**src/rtl/extrpulse_pkg.sv**
```systemverilog
package extrpulse_pkg;
    localparam int unsigned CFG_BITS = 32;
    localparam logic [7:0] KEY_ACT_HIGH   = 8'hA5;
    localparam logic [7:0] KEY_ACT_LOW    = 8'h5A;
    localparam logic [7:0] KEY_PUSH_PULL  = 8'hA8;
    localparam logic [7:0] KEY_OPEN_DRAIN = 8'h8A;

    typedef struct packed {
        logic act_high;
        logic push_pull;
    } pad_mode_t;
endpackage

```
**src/rtl/extrpulse_cfg.sv**
```systemverilog
module extrpulse_cfg
    import extrpulse_pkg::*;
#(
    parameter int unsigned WIDTH_BITS = 20
) (
    input  logic                  clk,
    input  logic                  rst_n,
    input  logic                  we,
    input  logic [CFG_BITS-1:0]   wdata,
    output logic [WIDTH_BITS-1:0] width_o,
    output pad_mode_t             mode_o,
    output logic [CFG_BITS-1:0]   rdata
);
    localparam int unsigned ZERO_BITS = CFG_BITS - 2 - WIDTH_BITS;
    localparam logic [WIDTH_BITS-1:0] WIDTH_RST = WIDTH_BITS'(8'hFF);

    typedef struct packed {
        pad_mode_t             mode;
        logic [WIDTH_BITS-1:0] width;
    } cfg_t;

    cfg_t cfg_d, cfg_q;
    logic [7:0] key;

    assign key = wdata[CFG_BITS-1 -: 8];

    always_comb begin
        cfg_d = cfg_q;
        if (we) begin
            cfg_d.width = wdata[WIDTH_BITS-1:0];
            case (key)
                KEY_ACT_HIGH:   cfg_d.mode.act_high  = 1'b1;
                KEY_ACT_LOW:    cfg_d.mode.act_high  = 1'b0;
                KEY_PUSH_PULL:  cfg_d.mode.push_pull = 1'b1;
                KEY_OPEN_DRAIN: cfg_d.mode.push_pull = 1'b0;
                default: ;
            endcase
        end
    end

    always_ff @(posedge clk or negedge rst_n) begin
        if (!rst_n) begin
            cfg_q.width          <= WIDTH_RST;
            cfg_q.mode.act_high  <= 1'b0;
            cfg_q.mode.push_pull <= 1'b0;
        end else begin
            cfg_q <= cfg_d;
        end
    end

    generate
        if (WIDTH_BITS < CFG_BITS - 8) begin : g_mid
            logic unused_mid_bits;
            assign unused_mid_bits = ^wdata[CFG_BITS-9:WIDTH_BITS];
        end
    endgenerate

    assign width_o = cfg_q.width;
    assign mode_o  = cfg_q.mode;
    assign rdata   = {cfg_q.mode.act_high, cfg_q.mode.push_pull,
                      {ZERO_BITS{1'b0}}, cfg_q.width};
endmodule

```
**src/rtl/extrpulse_timer.sv**
```systemverilog
module extrpulse_timer #(
    parameter int unsigned WIDTH_BITS = 20
) (
    input  logic                  clk,
    input  logic                  rst_n,
    input  logic                  tick,
    input  logic                  trigger,
    input  logic [WIDTH_BITS-1:0] width_i,
    output logic                  busy_o,
    output logic [WIDTH_BITS-1:0] count_o
);
    typedef struct packed {
        logic                  busy;
        logic [WIDTH_BITS-1:0] cnt;
    } tmr_t;

    tmr_t tmr_d, tmr_q;

    always_comb begin
        tmr_d = tmr_q;
        if (!tmr_q.busy) begin
            if (trigger) begin
                tmr_d.busy = 1'b1;
                tmr_d.cnt  = width_i;
            end
        end else if (tick) begin
            if (tmr_q.cnt == '0) begin
                tmr_d.busy = 1'b0;
            end else begin
                tmr_d.cnt = tmr_q.cnt - 1'b1;
            end
        end
    end

    always_ff @(posedge clk or negedge rst_n) begin
        if (!rst_n) begin
            tmr_q <= '0;
        end else begin
            tmr_q <= tmr_d;
        end
    end

    assign busy_o  = tmr_q.busy;
    assign count_o = tmr_q.cnt;
endmodule

```
**src/rtl/extrpulse_pad.sv**
```systemverilog
module extrpulse_pad
    import extrpulse_pkg::*;
(
    input  logic      busy_i,
    input  pad_mode_t mode_i,
    output logic      pad_out,
    output logic      pad_oe
);
    logic level_d;

    always_comb begin
        level_d = busy_i ? mode_i.act_high : !mode_i.act_high;
        pad_out = level_d;
        pad_oe  = mode_i.push_pull ? 1'b1 : !level_d;
    end
endmodule

```
**src/rtl/extrpulse_gen.sv**
```systemverilog
module extrpulse_gen
    import extrpulse_pkg::*;
#(
    parameter int unsigned WIDTH_BITS = 20
) (
    input  logic        clk,
    input  logic        rst_n,
    input  logic        tick_us,
    input  logic        trigger,
    input  logic        cfg_we,
    input  logic [31:0] cfg_wdata,
    output logic [31:0] cfg_rdata,
    output logic        pad_out,
    output logic        pad_oe
);
    logic [WIDTH_BITS-1:0] width_w;
    logic [WIDTH_BITS-1:0] cnt_w;
    pad_mode_t             mode_w;
    logic                  busy_w;

    extrpulse_cfg #(.WIDTH_BITS(WIDTH_BITS)) u_cfg (
        .clk     (clk),
        .rst_n   (rst_n),
        .we      (cfg_we),
        .wdata   (cfg_wdata),
        .width_o (width_w),
        .mode_o  (mode_w),
        .rdata   (cfg_rdata)
    );

    extrpulse_timer #(.WIDTH_BITS(WIDTH_BITS)) u_timer (
        .clk     (clk),
        .rst_n   (rst_n),
        .tick    (tick_us),
        .trigger (trigger),
        .width_i (width_w),
        .busy_o  (busy_w),
        .count_o (cnt_w)
    );

    extrpulse_pad u_pad (
        .busy_i  (busy_w),
        .mode_i  (mode_w),
        .pad_out (pad_out),
        .pad_oe  (pad_oe)
    );
endmodule

```
**config.mk**
```make
export PLATFORM = sky130hd
export DESIGN_NAME = extrpulse_gen
export DESIGN_NICKNAME = d
export VERILOG_FILES = /design/src/rtl/extrpulse_pkg.sv /design/src/rtl/extrpulse_cfg.sv /design/src/rtl/extrpulse_timer.sv /design/src/rtl/extrpulse_pad.sv /design/src/rtl/extrpulse_gen.sv
export SDC_FILE = /design/constraint.sdc
export NUM_CORES = 1
export LEC_CHECK = 0
export ABC_AREA = 1
export BUFFER_PORTS_ARGS = -buffer_cell sky130_fd_sc_hd__clkbuf_2
export CORE_MARGIN = 2
export CORE_UTILIZATION = 58
export CTS_BUF_LIST = sky130_fd_sc_hd__clkbuf_8 sky130_fd_sc_hd__clkbuf_16
export DETAILED_ROUTE_END_ITERATION = 16
export PLACE_DENSITY = 0.84
export SETUP_SLACK_MARGIN = 0.1
export SLEW_MARGIN = 15
export SYNTH_ARGS = -nofsm -noshare
export SYNTH_HDL_FRONTEND = slang
export SYNTH_HIERARCHICAL = 1
export SYNTH_SLANG_ARGS = --single-unit
```
**constraint.sdc**
```tcl
create_clock -name clk -period 2.5 [get_ports clk]
set_input_delay 0.125 -clock clk [delete_from_list [all_inputs] [get_ports clk]]
set_output_delay 0.125 -clock clk [all_outputs]
set_load 0.05 [all_outputs]
```
## Word-level counts from Yosys, hierarchy flattened

Index checks and enable logic that the tools add are counted.

- Register bits: 43
- Input port bits: 37
- Output and inout bits: 34
- Logic and storage cells: 30

- Add/sub/neg operators: 1
- Eq/ne operators: 6
- Muxes and demuxes: 9
- Reduce and logical (&&, ||, !) cells: 9

Operators with widths:

| operator | number |
|---|---|
| $mux 21 | 3 |
| $eq 8x8->1 const B | 3 |
| $logic_not 20->1 | 1 |
| $mux 20 | 1 |
| $sub 20x1->20 const B | 1 |
| $eq 8x7->1 const B | 1 |
| $reduce_bool 2->1 | 3 |
| $ne 2x2->1 const B | 2 |
| $pmux 1 s2 | 2 |
| $reduce_and 2->1 | 2 |
| $mux 1 | 3 |
| $reduce_and 3->1 | 1 |
| $logic_not 1->1 | 2 |

## Depth between registers and ports, before layout

- Depth after elaboration: 4
- Gate-level depth with buffers: 12
- Depth with buffers taken out: 12

## Modules after synthesis

Netlist, hierarchy kept.

Modules (own cells, without submodules):

| module | times used | cells each | area an instance (um^2) | seq. area each (um^2) |
|---|---|---|---|---|
| extrpulse_timer | 1 | 258 | 1645.3 | 525.5 |
| extrpulse_cfg | 1 | 106 | 1166.1 | 560.5 |
| extrpulse_pad | 1 | 7 | 32.5 | 0.0 |

## Least setup slack after synthesis

OpenSTA, ideal clock, no wires.

- Kind: reg2reg
- From: reg u_timer.tmr_q (netlist bit u_timer/count_o[0])
- To: reg u_timer.tmr_q (netlist bit u_timer/count_o[15])
- Arrival time: 1.414 ns
- Required time: 2.379 ns
- Path slack: 0.965 ns
- Cell stages (with the launch flop): 13
- Path buffers: 1
- Path through: dfrtp_1 -> inv_1 -> ha_1 -> nand2_1 -> inv_1 -> nand2_1 -> nor2_2 -> nand3_2 -> nand2_4 -> inv_6 -> buf_12 -> nor2_2 -> a21oi_2

- Longest elaborated chain between the ends: 4
- Elaborated cells on any way between the ends: 7

RTL lines:

| item | line | source |
|---|---|---|
| start: declaration | extrpulse_timer.sv:17 | `tmr_t tmr_d, tmr_q;` |
| start signal: assignment | extrpulse_timer.sv:39 | `tmr_q <= tmr_d;` |
| $sub 20x1->20 | extrpulse_timer.sv:30 | `tmr_d.cnt = tmr_q.cnt - 1'b1;` |
| $mux 20 | extrpulse_timer.sv:27 | `if (tmr_q.cnt == '0) begin` |
| $mux 21 | extrpulse_timer.sv:26 | `end else if (tick) begin` |
| $mux 21 | extrpulse_timer.sv:21 | `if (!tmr_q.busy) begin` |

Several ways; a longest one is shown, not always the timed one. The select of a mux whose other input is x is not followed.
A chain may end at the register's enable or synchronous reset.

## Worst setup path in the final report

- From: reg u_timer.tmr_q (netlist bit u_timer/count_o[0])
- To: reg u_timer.tmr_q (netlist bit u_timer/count_o[5])

Same word-level chain as after synthesis.

==> reports/qor.txt <==
outcome -> complete, no violations
register area share after synthesis -> 38.2%
LEAKAGE -> 1.56 nW
WHS -> 45.6 ps
max cap viols -> 0
Sink Count -> 43
worst-skew pair later-pin latency -> 310 ps
Die Y -> 74.0 um
I/O pin count -> 71
Final Net Count -> 445
RR Endpoint -> u_timer/count_o[5]$_DFFE_PN0P_
# rows -> 25
CTS Hold Bufs -> 1
Yosys reg bits -> 43
H-tree depth -> 2
worst vdd ir -> 0.528 mV
I/O Buffers -> 56
TNS Setup -> 0 ps
Final Max Tran Viols -> 0
Setup violations, final -> 0
Placed Area -> 2950 sq um
Clock Path Buffers -> 2
Design Area, Final -> 3060 sq um
DR WL/cell -> 12.6 um
GRT overflow -> 0
routed vias/inst -> 5.18
r2r worst-path depth -> 11
Remaining DRCs -> 0
total track usage -> 24.0%
initial antenna violation count -> 0
vias in the first global route -> 2291
cell family with most CP delay -> simple AND/OR/NAND/NOR gates
Crit path buffers/inverters -> 3
DRT antenna net count -> 0
CP startpoint -> u_timer/count_o[0]$_DFFE_PN0P_
Required @ worst endpoint -> 2700 ps
period utilisation layout -> 74.7%
routability congestion estimate -> 0.913
DR pass1 iterations -> 4
r2r setup slk -> 630 ps
most frequent cells in the layout -> nand2_1 (88), nor2_1 (65), clkbuf_2 (56)
dpl hpwl -> 4390 um
layout cells sized above 1 -> 29.2%
WP data arrival -> 2070 ps
CTS buffer count -> 5
Layout area overhead -> 7.61%
Unique masters post-synth -> 31
Worst Setup Start Kind -> flop
Tightest Pin Transition -> 565 ps
critical-path cell list -> inv_1 > ha_1 > nand2_1 > inv_1 > nand2_1 > nor2_2 > nand3_2 > nand2_4 > inv_6 > nand2_1 > o21ai_2
critical path type -> flop to flop
Antenna diodes -> 0
most common cell after layout, fill and taps aside -> nand2_1
crit path max fanout -> 25
CP most frequent cell -> nand2_1
setup bufs post-CTS -> 0
RR Startpoint -> u_timer/count_o[0]$_DFFE_PN0P_
Crit path depth -> 11
Horiz. Die Dim -> 74.0 um
Period minus WS final -> 1870 ps
area of the core -> 4720 sq um
Cell Pwr Density -> 834 nW/um^2
Fmax -> 0.536 GHz
max incr delay on CP -> 390 ps
initial drt markers -> 94
largest net degree at the start of global routing -> 27
Post-Syn Area -> 2840 sq um
first-pass GRT wire length -> 10000 um
DP Worst Slack -> 728 ps
vias -> 2455
final hold violation count -> 0
DIE AREA -> 5480 sq um
Layout Skew -> 6.63 ps
synth warn -> 6
hold depth -> 2
Crit. End Element -> flop
post-cts resize count -> 0
Setup crit end -> u_timer/count_o[5]$_DFFE_PN0P_
Avg Inst Size Synth -> 7.67 sq um
RSZ-0062 raised after global routing -> no
Worst-path clk slew -> 80 ps
Hold Crit Class -> input pin to flop
setup ws final -> 633 ps
Worst slew margin -> 62.4%
wirelength, routed -> 5980 um
CTS Root Cell -> clkbuf_8
Initial Util -> 60.2%
Worst path slowest cell -> dfrtp_1
CTS tree -> built
Post-Syn Instances -> 371
[synth_stat cells]
master    instances  area, sq um
buf_6             2         22.5
o21ai_0          14         70.1
dfrtp_1          35          876
a41oi_1           1         8.76
nor2_4            3         33.8
buf_8             1         15.0
clkbuf_1          4         15.0
inv_6             1         8.76
nand2_1          88          330
buf_12            1         20.0
dfstp_2           8          210
mux2_2           20          225
nor2_1           65          244
a21oi_1          11         55.1
nand2_2           1         6.26
nand3_2           1         10.0
o31ai_1           1         7.51
nand2_4           1         11.3
nor2_2            6         37.5
ha_1              2         25.0
a21oi_2           2         17.5
xnor2_1           1         8.76
nand3_1          28          140
or2_2             1         6.26
buf_4            33          248
nor3_1            2         10.0
nor4_1            1         6.26
inv_1            28          105
conb_1            1         3.75
buf_2             1         5.00
o21ai_2           7         61.3
[worst min-delay path by stage]
stage / start / end
after floorplan: rst_n / u_cfg/mode_o[0]$_DFFE_PN0P_
after global placement: rst_n / u_cfg/mode_o[1]$_DFFE_PN0P_
after detailed placement: rst_n / u_cfg/mode_o[1]$_DFFE_PN0P_
after CTS: cfg_wdata[0] / u_cfg/width_o[0]$_DFFE_PN1P_
after global routing: cfg_wdata[17] / u_cfg/width_o[17]$_DFFE_PN0P_
final: cfg_wdata[6] / u_cfg/width_o[6]$_DFFE_PN1P_
[sequential cells by signal, indices dropped and copies added (netlist names)]
register and cells:
u_cfg/width_o 20, u_timer/count_o 20, u_cfg/mode_o 2, u_timer/busy_o 1
[worst reg2reg max path, cell delays in order (launching register included)]
cell	delay, ps
dfrtp_1	390
inv_1	180
ha_1	180
nand2_1	50
inv_1	100
nand2_1	60
nor2_2	130
nand3_2	130
nand2_4	200
inv_6	140
nand2_1	140
o21ai_2	70
[stage by stage]
stage,total power (W),util (%),cells
global placement,0.00199,62.4,465
floorplan,0.00185,-,380
finish,0.00255,64.8,474
CTS,0.00254,64.8,474
global route,0.00271,64.8,474
detailed placement,0.00204,62.4,465
[power breakdown]
group          total [W]  switching, W  internal (W)
logic            0.00108      0.000756      0.000325
clock network   0.000498      0.000246      0.000251
registers       0.000973      0.000142      0.000831
total            0.00255       0.00114       0.00141
[logic make-up after synthesis]
logic type	count (synthesis)	share of synthesized area, %
simple gates	197	29.4
buf+inv	71	15.4
flops	43	38.2
compound gates	36	7.74
mux	20	7.92
fa+ha+maj	2	0.880
other cells	1	0.132
xor+xnor	1	0.308
[metal layers]
layer / routed length [um] / global-route usage, %
met1: 2570 / 30.0
met2: 2810 / 39.8
met3: 400 / 4.61
met4: 197 / 11.7
met5: 0 / 0
[final cells by class]
cell class	instances	area, sq um
inverters	29	114
repair buffers	61	320
clock buffers	7	96.3
multi-input cells	266	1350
flip-flops and latches	43	1090
clock inverters	1	7.51
well taps	67	83.8
fillers	405	1660
No activity file was read; power rests on OpenSTA's default activity.
